[config.mk]
export PLATFORM = sky130hd
export DESIGN_NAME = pwc_unit
export DESIGN_NICKNAME = d
export VERILOG_FILES = /design/src/rtl/pwc_pkg.sv /design/src/rtl/pwc_rx_frame.sv /design/src/rtl/pwc_msg_store.sv /design/src/rtl/pwc_regs.sv /design/src/rtl/pwc_unit.sv
export SDC_FILE = /design/constraint.sdc
export NUM_CORES = 1
export LEC_CHECK = 0
export CAP_MARGIN = 10
export CORE_MARGIN = 1.5
export CORE_UTILIZATION = 54
export DETAILED_ROUTE_END_ITERATION = 6
export PLACE_DENSITY = 0.73
export SYNTH_ARGS = -nofsm -noshare
export SYNTH_HDL_FRONTEND = slang
export SYNTH_HIERARCHICAL = 1
export SYNTH_SLANG_ARGS = --single-unit
[constraint.sdc]
create_clock -name clk -period 3.2 [get_ports clk]
set_input_delay 0.64 -clock clk [delete_from_list [all_inputs] [get_ports clk]]
set_output_delay 0.64 -clock clk [all_outputs]
set_load 0.02 [all_outputs]
[src/rtl/pwc_pkg.sv]
package pwc_pkg;
   localparam int REG_W     = 32;
   // mode register fields
   localparam int MODE_EN   = 0;
   localparam int MODE_CQ   = 1;
   localparam int MODE_EIE  = 5;
   localparam int MODE_QFIE = 8;
   localparam int MODE_SEN  = 20;
   // status register fields
   localparam int ST_QF     = 20;
   localparam int ST_TE     = 7;
   localparam int ST_QFI    = 4;
   localparam int ST_PWD    = 3;
   localparam int ST_BUSY   = 2;

   typedef enum logic [1:0] {
      RA_MODE = 2'd0,
      RA_STAT = 2'd1,
      RA_BASE = 2'd2,
      RA_NONE = 2'd3
   } reg_addr_e;

   typedef struct packed {
      logic qf;
      logic te;
      logic qfi;
      logic pwd;
   } stat_t;
endpackage

[src/rtl/pwc_rx_frame.sv]
module pwc_rx_frame #(
   parameter int MSG_WORDS = 16,
   localparam int CNT_W = $clog2(MSG_WORDS + 1)
) (
   input  logic             clk,
   input  logic             rst_n,
   input  logic             en,
   input  logic             in_valid,
   input  logic             in_last,
   output logic [CNT_W-1:0] word_idx,
   output logic             word_take,
   output logic             frame_ok,
   output logic             frame_bad,
   output logic             busy
);
   logic [CNT_W-1:0] cnt_q;
   logic             take_last;

   assign take_last = en && in_valid && in_last;
   assign word_take = en && in_valid && (cnt_q != CNT_W'(MSG_WORDS));
   assign word_idx  = cnt_q;
   assign frame_ok  = take_last && (cnt_q == CNT_W'(MSG_WORDS - 1));
   assign frame_bad = take_last && (cnt_q != CNT_W'(MSG_WORDS - 1));
   assign busy      = (cnt_q != '0);

   always_ff @(posedge clk or negedge rst_n) begin
      if (!rst_n) begin
         cnt_q <= '0;
      end else if (!en) begin
         cnt_q <= '0;
      end else if (in_valid) begin
         if (in_last)
            cnt_q <= '0;
         else if (cnt_q != CNT_W'(MSG_WORDS))
            cnt_q <= cnt_q + 1'b1;
      end
   end
endmodule

[src/rtl/pwc_msg_store.sv]
module pwc_msg_store #(
   parameter int WORD_W    = 32,
   parameter int MSG_WORDS = 16,
   localparam int CNT_W = $clog2(MSG_WORDS + 1),
   localparam int IDX_W = $clog2(MSG_WORDS)
) (
   input  logic              clk,
   input  logic              rst_n,
   input  logic              we,
   input  logic [CNT_W-1:0]  wr_idx,
   input  logic [WORD_W-1:0] wdata,
   input  logic [IDX_W-1:0]  rd_idx,
   output logic [WORD_W-1:0] rd_word
);
   logic [WORD_W-1:0] words [MSG_WORDS];

   for (genvar g = 0; g < MSG_WORDS; g++) begin : g_word
      always_ff @(posedge clk or negedge rst_n) begin
         if (!rst_n)
            words[g] <= '0;
         else if (we && (wr_idx == CNT_W'(g)))
            words[g] <= wdata;
      end
   end

   always_comb begin
      rd_word = '0;
      for (int i = 0; i < MSG_WORDS; i++)
         if (rd_idx == IDX_W'(i))
            rd_word = words[i];
   end
endmodule

[src/rtl/pwc_regs.sv]
module pwc_regs
   import pwc_pkg::*;
#(
   parameter int BASE_W  = 32,
   parameter bit IRQ_REG = 1'b0
) (
   input  logic             clk,
   input  logic             rst_n,
   input  logic             wr_en,
   input  logic [1:0]       addr,
   input  logic [REG_W-1:0] wdata,
   input  logic             frame_ok,
   input  logic             frame_bad,
   input  logic             busy,
   output logic             en,
   output stat_t            st,
   output logic             cq_pulse,
   output logic [REG_W-1:0] rdata,
   output logic             irq
);
   logic              en_q, eie_q, qfie_q, sen_q;
   logic [BASE_W-1:0] base_q;
   stat_t             st_q, st_d;
   logic              mode_wr, stat_wr, base_wr;
   logic              capture, discard;
   logic              irq_c;
   logic [REG_W-1:0]  mode_rd, stat_rd;

   assign mode_wr  = wr_en && (addr == RA_MODE);
   assign stat_wr  = wr_en && (addr == RA_STAT);
   assign base_wr  = wr_en && (addr == RA_BASE) && !en_q;
   assign cq_pulse = mode_wr && wdata[MODE_CQ];
   assign capture  = frame_ok && !st_q.qf;
   assign discard  = frame_ok && st_q.qf;

   // hardware sets take priority over software clears
   always_comb begin
      st_d.qf  = capture || (st_q.qf && !cq_pulse);
      st_d.qfi = capture || (st_q.qfi && !(stat_wr && wdata[ST_QFI]));
      st_d.pwd = discard || (st_q.pwd && !(stat_wr && wdata[ST_PWD]));
      st_d.te  = frame_bad || (st_q.te && !(stat_wr && wdata[ST_TE] && !en_q));
   end

   always_ff @(posedge clk or negedge rst_n) begin
      if (!rst_n) begin
         en_q   <= 1'b0;
         eie_q  <= 1'b0;
         qfie_q <= 1'b0;
         sen_q  <= 1'b0;
         base_q <= '0;
         st_q   <= '0;
      end else begin
         st_q <= st_d;
         if (mode_wr) begin
            en_q   <= wdata[MODE_EN];
            eie_q  <= wdata[MODE_EIE];
            qfie_q <= wdata[MODE_QFIE];
            sen_q  <= wdata[MODE_SEN];
         end
         if (base_wr)
            base_q <= wdata[BASE_W-1:0];
      end
   end

   always_comb begin
      mode_rd            = '0;
      mode_rd[MODE_EN]   = en_q;
      mode_rd[MODE_EIE]  = eie_q;
      mode_rd[MODE_QFIE] = qfie_q;
      mode_rd[MODE_SEN]  = sen_q;
      stat_rd            = '0;
      stat_rd[ST_QF]     = st_q.qf;
      stat_rd[ST_TE]     = st_q.te;
      stat_rd[ST_QFI]    = st_q.qfi;
      stat_rd[ST_PWD]    = st_q.pwd;
      stat_rd[ST_BUSY]   = busy;
      case (reg_addr_e'(addr))
         RA_MODE: rdata = mode_rd;
         RA_STAT: rdata = stat_rd;
         RA_BASE: rdata = REG_W'(base_q);
         default: rdata = '0;
      endcase
   end

   assign irq_c = (st_q.qfi && qfie_q) || (st_q.te && eie_q);

   if (IRQ_REG) begin : g_irq_reg
      logic irq_q;
      always_ff @(posedge clk or negedge rst_n) begin
         if (!rst_n) irq_q <= 1'b0;
         else        irq_q <= irq_c;
      end
      assign irq = irq_q;
   end else begin : g_irq_comb
      assign irq = irq_c;
   end

   assign en = en_q;
   assign st = st_q;
endmodule

[src/rtl/pwc_unit.sv]
module pwc_unit
   import pwc_pkg::*;
#(
   parameter int WORD_W    = 32,
   parameter int MSG_WORDS = 16,
   parameter int BASE_W    = 32,
   parameter bit IRQ_REG   = 1'b0
) (
   input  logic                         clk,
   input  logic                         rst_n,
   input  logic                         reg_wr,
   input  logic [1:0]                   reg_addr,
   input  logic [31:0]                  reg_wdata,
   output logic [31:0]                  reg_rdata,
   output logic                         irq,
   input  logic                         pw_valid,
   input  logic [WORD_W-1:0]            pw_data,
   input  logic                         pw_last,
   input  logic [$clog2(MSG_WORDS)-1:0] cap_idx,
   output logic [WORD_W-1:0]            cap_word
);
   localparam int CNT_W = $clog2(MSG_WORDS + 1);

   if (MSG_WORDS < 2) begin : g_bad_words
      $error("pwc_unit: MSG_WORDS must be at least 2");
   end
   if (BASE_W < 1 || BASE_W > REG_W) begin : g_bad_base
      $error("pwc_unit: BASE_W must be 1..32");
   end

   logic             en_w, busy_w, cq_w;
   logic             ok_w, bad_w, take_w;
   logic [CNT_W-1:0] idx_w;
   stat_t            st_w;
   logic             qf_w, qfi_w, te_w, pwd_w;

   pwc_rx_frame #(.MSG_WORDS(MSG_WORDS)) i_rx (
      .clk(clk), .rst_n(rst_n), .en(en_w),
      .in_valid(pw_valid), .in_last(pw_last),
      .word_idx(idx_w), .word_take(take_w),
      .frame_ok(ok_w), .frame_bad(bad_w), .busy(busy_w)
   );

   pwc_msg_store #(.WORD_W(WORD_W), .MSG_WORDS(MSG_WORDS)) i_store (
      .clk(clk), .rst_n(rst_n),
      .we(take_w && !st_w.qf), .wr_idx(idx_w), .wdata(pw_data),
      .rd_idx(cap_idx), .rd_word(cap_word)
   );

   pwc_regs #(.BASE_W(BASE_W), .IRQ_REG(IRQ_REG)) i_regs (
      .clk(clk), .rst_n(rst_n),
      .wr_en(reg_wr), .addr(reg_addr), .wdata(reg_wdata),
      .frame_ok(ok_w), .frame_bad(bad_w), .busy(busy_w),
      .en(en_w), .st(st_w), .cq_pulse(cq_w),
      .rdata(reg_rdata), .irq(irq)
   );

   assign qf_w  = st_w.qf;
   assign qfi_w = st_w.qfi;
   assign te_w  = st_w.te;
   assign pwd_w = st_w.pwd;
endmodule

==> impl_metrics.xml <==
<?xml version="1.0" encoding="UTF-8"?>
<metrics>
  <group name="sta">
    <metric name="setup_viol_count_final" unit="">0</metric>
    <metric name="unrepaired_setup_endpoints_after_global_routing" unit="">false</metric>
    <metric name="final_min_period_over_clock_period" unit="%">99.6</metric>
    <metric name="finalHoldViolations" unit="">3</metric>
    <metric name="worst_pin_slew" unit="ns">0.715</metric>
    <metric name="period_needed" unit="ns">3.19</metric>
    <metric name="fin_hold_ws" unit="ns">-0.0124</metric>
    <metric name="slew_violations" unit="">0</metric>
    <metric name="clock-skew-final" unit="ns">0.0212</metric>
    <metric name="max_slew_margin" unit="%">52.2</metric>
    <metric name="max_fclk" unit="GHz">0.314</metric>
    <metric name="finalSetupTns" unit="ns">0</metric>
  </group>
  <group name="floorplan">
    <metric name="die_h" unit="µm">227</metric>
    <metric name="die_w" unit="µm">227</metric>
    <metric name="fp-row-count" unit="">81</metric>
    <metric name="io_pins" unit="">140</metric>
    <metric name="start_util" unit="%">55.0</metric>
    <metric name="core-area" unit="µm²">49200</metric>
    <metric name="dieArea" unit="µm²">51500</metric>
  </group>
  <group name="power">
    <metric name="powerDensity" unit="nW/µm²">529</metric>
    <metric name="power_frac_comb" unit="%">15.3</metric>
    <metric name="netSwitchingPower" unit="mW">4.36</metric>
    <metric name="power.ir.vdd_worst" unit="mV">0.424</metric>
    <metric name="clock_power_share" unit="%">38.4</metric>
    <metric name="power_report.internal_total" unit="mW">12.8</metric>
    <metric name="power.leakage" unit="nW">15.6</metric>
    <metric name="pwr-share-seq" unit="%">46.3</metric>
    <metric name="switching_share" unit="%">25.5</metric>
  </group>
  <group name="logic_synthesis">
    <metric name="syn_area" unit="µm²">27100</metric>
    <metric name="syn_nets" unit="">2190</metric>
    <metric name="yosys_warnings" unit="">6</metric>
    <metric name="netlist_instances" unit="">2112</metric>
    <metric name="syn-mean-instance-area" unit="µm²">12.8</metric>
  </group>
  <group name="clock_tree">
    <metric name="total_clock_buffers_created_by_cts" unit="">58</metric>
    <metric name="clk_pin_slew_worst_paths" unit="ns">0.06</metric>
    <metric name="clk_path_buf_depth" unit="">3</metric>
    <metric name="cts_root_buf" unit="">clkbuf_16</metric>
    <metric name="cts.htree.levels" unit="">2</metric>
    <metric name="insertion_delay" unit="ns">0.62</metric>
    <metric name="cts.sinks" unit="">557</metric>
    <metric name="tritoncts" unit="">done</metric>
  </group>
  <group name="global_routing">
    <metric name="grt_use_total" unit="%">30.2</metric>
    <metric name="number_of_antenna_violations_at_the_first_check_in_global_routing" unit="">2</metric>
    <metric name="congestion_overflow_gr" unit="">0</metric>
    <metric name="via_count_of_the_first_global_routing_pass" unit="">19800</metric>
    <metric name="wire_length_of_the_first_global_routing_pass" unit="µm">117000</metric>
    <metric name="grt_max_degree" unit="">75</metric>
  </group>
  <group name="worst_setup_path">
    <metric name="crit_slowest_cell" unit="">dlygate4sd2_1</metric>
    <metric name="critPathMaxFanout" unit="">13</metric>
    <metric name="crit_chain" unit="">buf_6 &gt; buf_12 &gt; and3b_2 &gt; buf_4 &gt; a21oi_1 &gt; o221ai_1 &gt; o21ai_0 &gt; a21oi_1 &gt; dlygate4sd2_1</metric>
    <metric name="cp.arrival" unit="ns">2.55</metric>
    <metric name="crit_path_end_kind" unit="">output port</metric>
    <metric name="worstPathRequired" unit="ns">2.56</metric>
    <metric name="timing_worst_setup_path_type" unit="">input port to output port</metric>
    <metric name="cp_slowest_stage_delay" unit="ns">0.38</metric>
    <metric name="critPathLaunchType" unit="">input port</metric>
    <metric name="timing.critical_path.mode_cell" unit="">a21oi_1</metric>
  </group>
  <group name="detailed_routing">
    <metric name="wl_per_cell" unit="µm">25.1</metric>
    <metric name="antenna_violating_nets_post_route" unit="">0</metric>
    <metric name="drt-pass1-iter-count" unit="">6</metric>
    <metric name="dr_total_vias" unit="">19100</metric>
    <metric name="drt-total-wl" unit="µm">76300</metric>
    <metric name="initialDrtViolationCount" unit="">1564</metric>
    <metric name="detail_route.drc_violations" unit="">0</metric>
    <metric name="route.detailed.vias_per_inst" unit="">6.28</metric>
  </group>
  <group name="placement">
    <metric name="dp.final_hpwl" unit="µm">48000</metric>
    <metric name="routability_driven_placement_congestion_ratio" unit="">0.879</metric>
    <metric name="dpl_cell_area" unit="µm²">30300</metric>
    <metric name="dp.cells" unit="">2934</metric>
    <metric name="place.port_buffers" unit="">139</metric>
  </group>
  <group name="outcome">
    <metric name="violations" unit="">hold timing</metric>
    <metric name="status" unit="">finished, violations left</metric>
  </group>
  <group name="final_layout">
    <metric name="stdcell_count" unit="">3041</metric>
    <metric name="drive_above_1_share" unit="%">40.5</metric>
    <metric name="flow.area_growth_from_synthesis" unit="%">19.6</metric>
    <metric name="finalNetCount" unit="">2413</metric>
    <metric name="final_area" unit="µm²">32400</metric>
  </group>
  <group name="flow_run">
    <metric name="max-cap-violations" unit="">0</metric>
  </group>
  <group name="hold_path">
    <metric name="min_path_type" unit="">input port to async pin</metric>
  </group>
</metrics>
-- state kept, by name (all words and copies together), names as in the netlist --
name / flops
i_regs/eie_q: 1
i_regs/qfie_q: 1
i_store/words: 512
i_regs/st: 4
i_regs/sen_q: 1
i_rx/word_idx: 5
i_regs/base_q: 32
i_regs/en: 1
-- routing by layer --
metal,vias to the layer above,wire [µm],GRT usage [%],part of all wire [%]
li1,8193,-,-,-
met1,9908,32200,41.6,42
met2,812,35500,47.7,46
met3,190,5750,5.39,7.5
met4,2,2870,11.2,3.8
met5,-,13,0,0.017
-- placed cells by master (no fill, tap or decap), types with 20 or more instances in the layout --
cell type / n
inv_1: 20
buf_12: 41
mux2_4: 30
dfrtp_1: 557
mux2_2: 533
and2_1: 32
nor2_1: 42
clkbuf_16: 62
o21ai_0: 108
nand2_1: 69
dlygate4sd2_1: 21
clkdlybuf4s50_1: 102
a21oi_1: 79
o22ai_1: 20
nand3_1: 27
buf_4: 164
a22oi_1: 21
mux2i_1: 74
-- critical path, delay by kind of cell --
family / cells / cell delay [ns]
compound gates: 4 / 0.70
buf+inv: 4 / 0.84
simple gates: 1 / 0.36
-- power groups by stage --
stage          combinational [mW]  clock [mW]  sequential [mW]
6_report                     2.61        6.58             7.93
5_1_grt                      2.79        6.99             7.99
4_1_cts                      2.58        6.68             7.92
3_5_place_dp                 2.59           0             8.03
3_3_place_gp                 2.52           0             8.00
2_1_floorplan                1.54           0             7.94
-- what timing repair did --
action                                  4_1_cts  5_1_grt
hold endpoints to repair                      0        0
gates resized for setup                      49       28
gates cloned                                  1        3
endpoints found under the setup margin       32       20
pin swaps                                     3        2
hold buffers                                  0        0
buffers inserted                              1        0
-- area by class of cell --
type / instances / area [µm²]
clock buffer: 76 / 1630
antenna: 3 / 7.51
fill: 3517 / 16800
sequential: 557 / 13900
timing repair buffer: 351 / 3590
tap: 664 / 831
clock inverter: 23 / 206
inverter: 20 / 75.1
multi-input combinational: 1347 / 12100
-- per-stage QoR --
stage,worst slack (ns),power (mW),util (%)
3_3_place_gp,-0.390,10.5,61.7
4_1_cts,0.00430,17.2,65.6
2_1_floorplan,0.442,9.48,-
5_1_grt,0.00176,17.8,65.8
3_5_place_dp,-0.427,10.6,61.7
6_report,0.0127,17.1,65.8
-- final timing paths --
path	from	end	depth (start not counted)	slack, ns
worst max-delay path	cap_idx[1]	cap_word[17]	9	0.01
worst min-delay path	rst_n	i_regs/base_q[25]$_DFFE_PN0P_	1	-0.01
worst max register to register	i_rx/word_idx[0]$_DFFE_PN0P_	i_store/words[317]$_DFFE_PN0P_	11	0.43
worst min register to register	i_store/words[39]$_DFFE_PN0P_	i_store/words[39]$_DFFE_PN0P_	1	0.49
max in group asynchronous	rst_n	i_store/words[2]$_DFFE_PN0P_	2	2.27
min in group clk	i_store/words[39]$_DFFE_PN0P_	i_store/words[39]$_DFFE_PN0P_	1	0.49
Note: power is estimated with default switching activity, not from simulation.
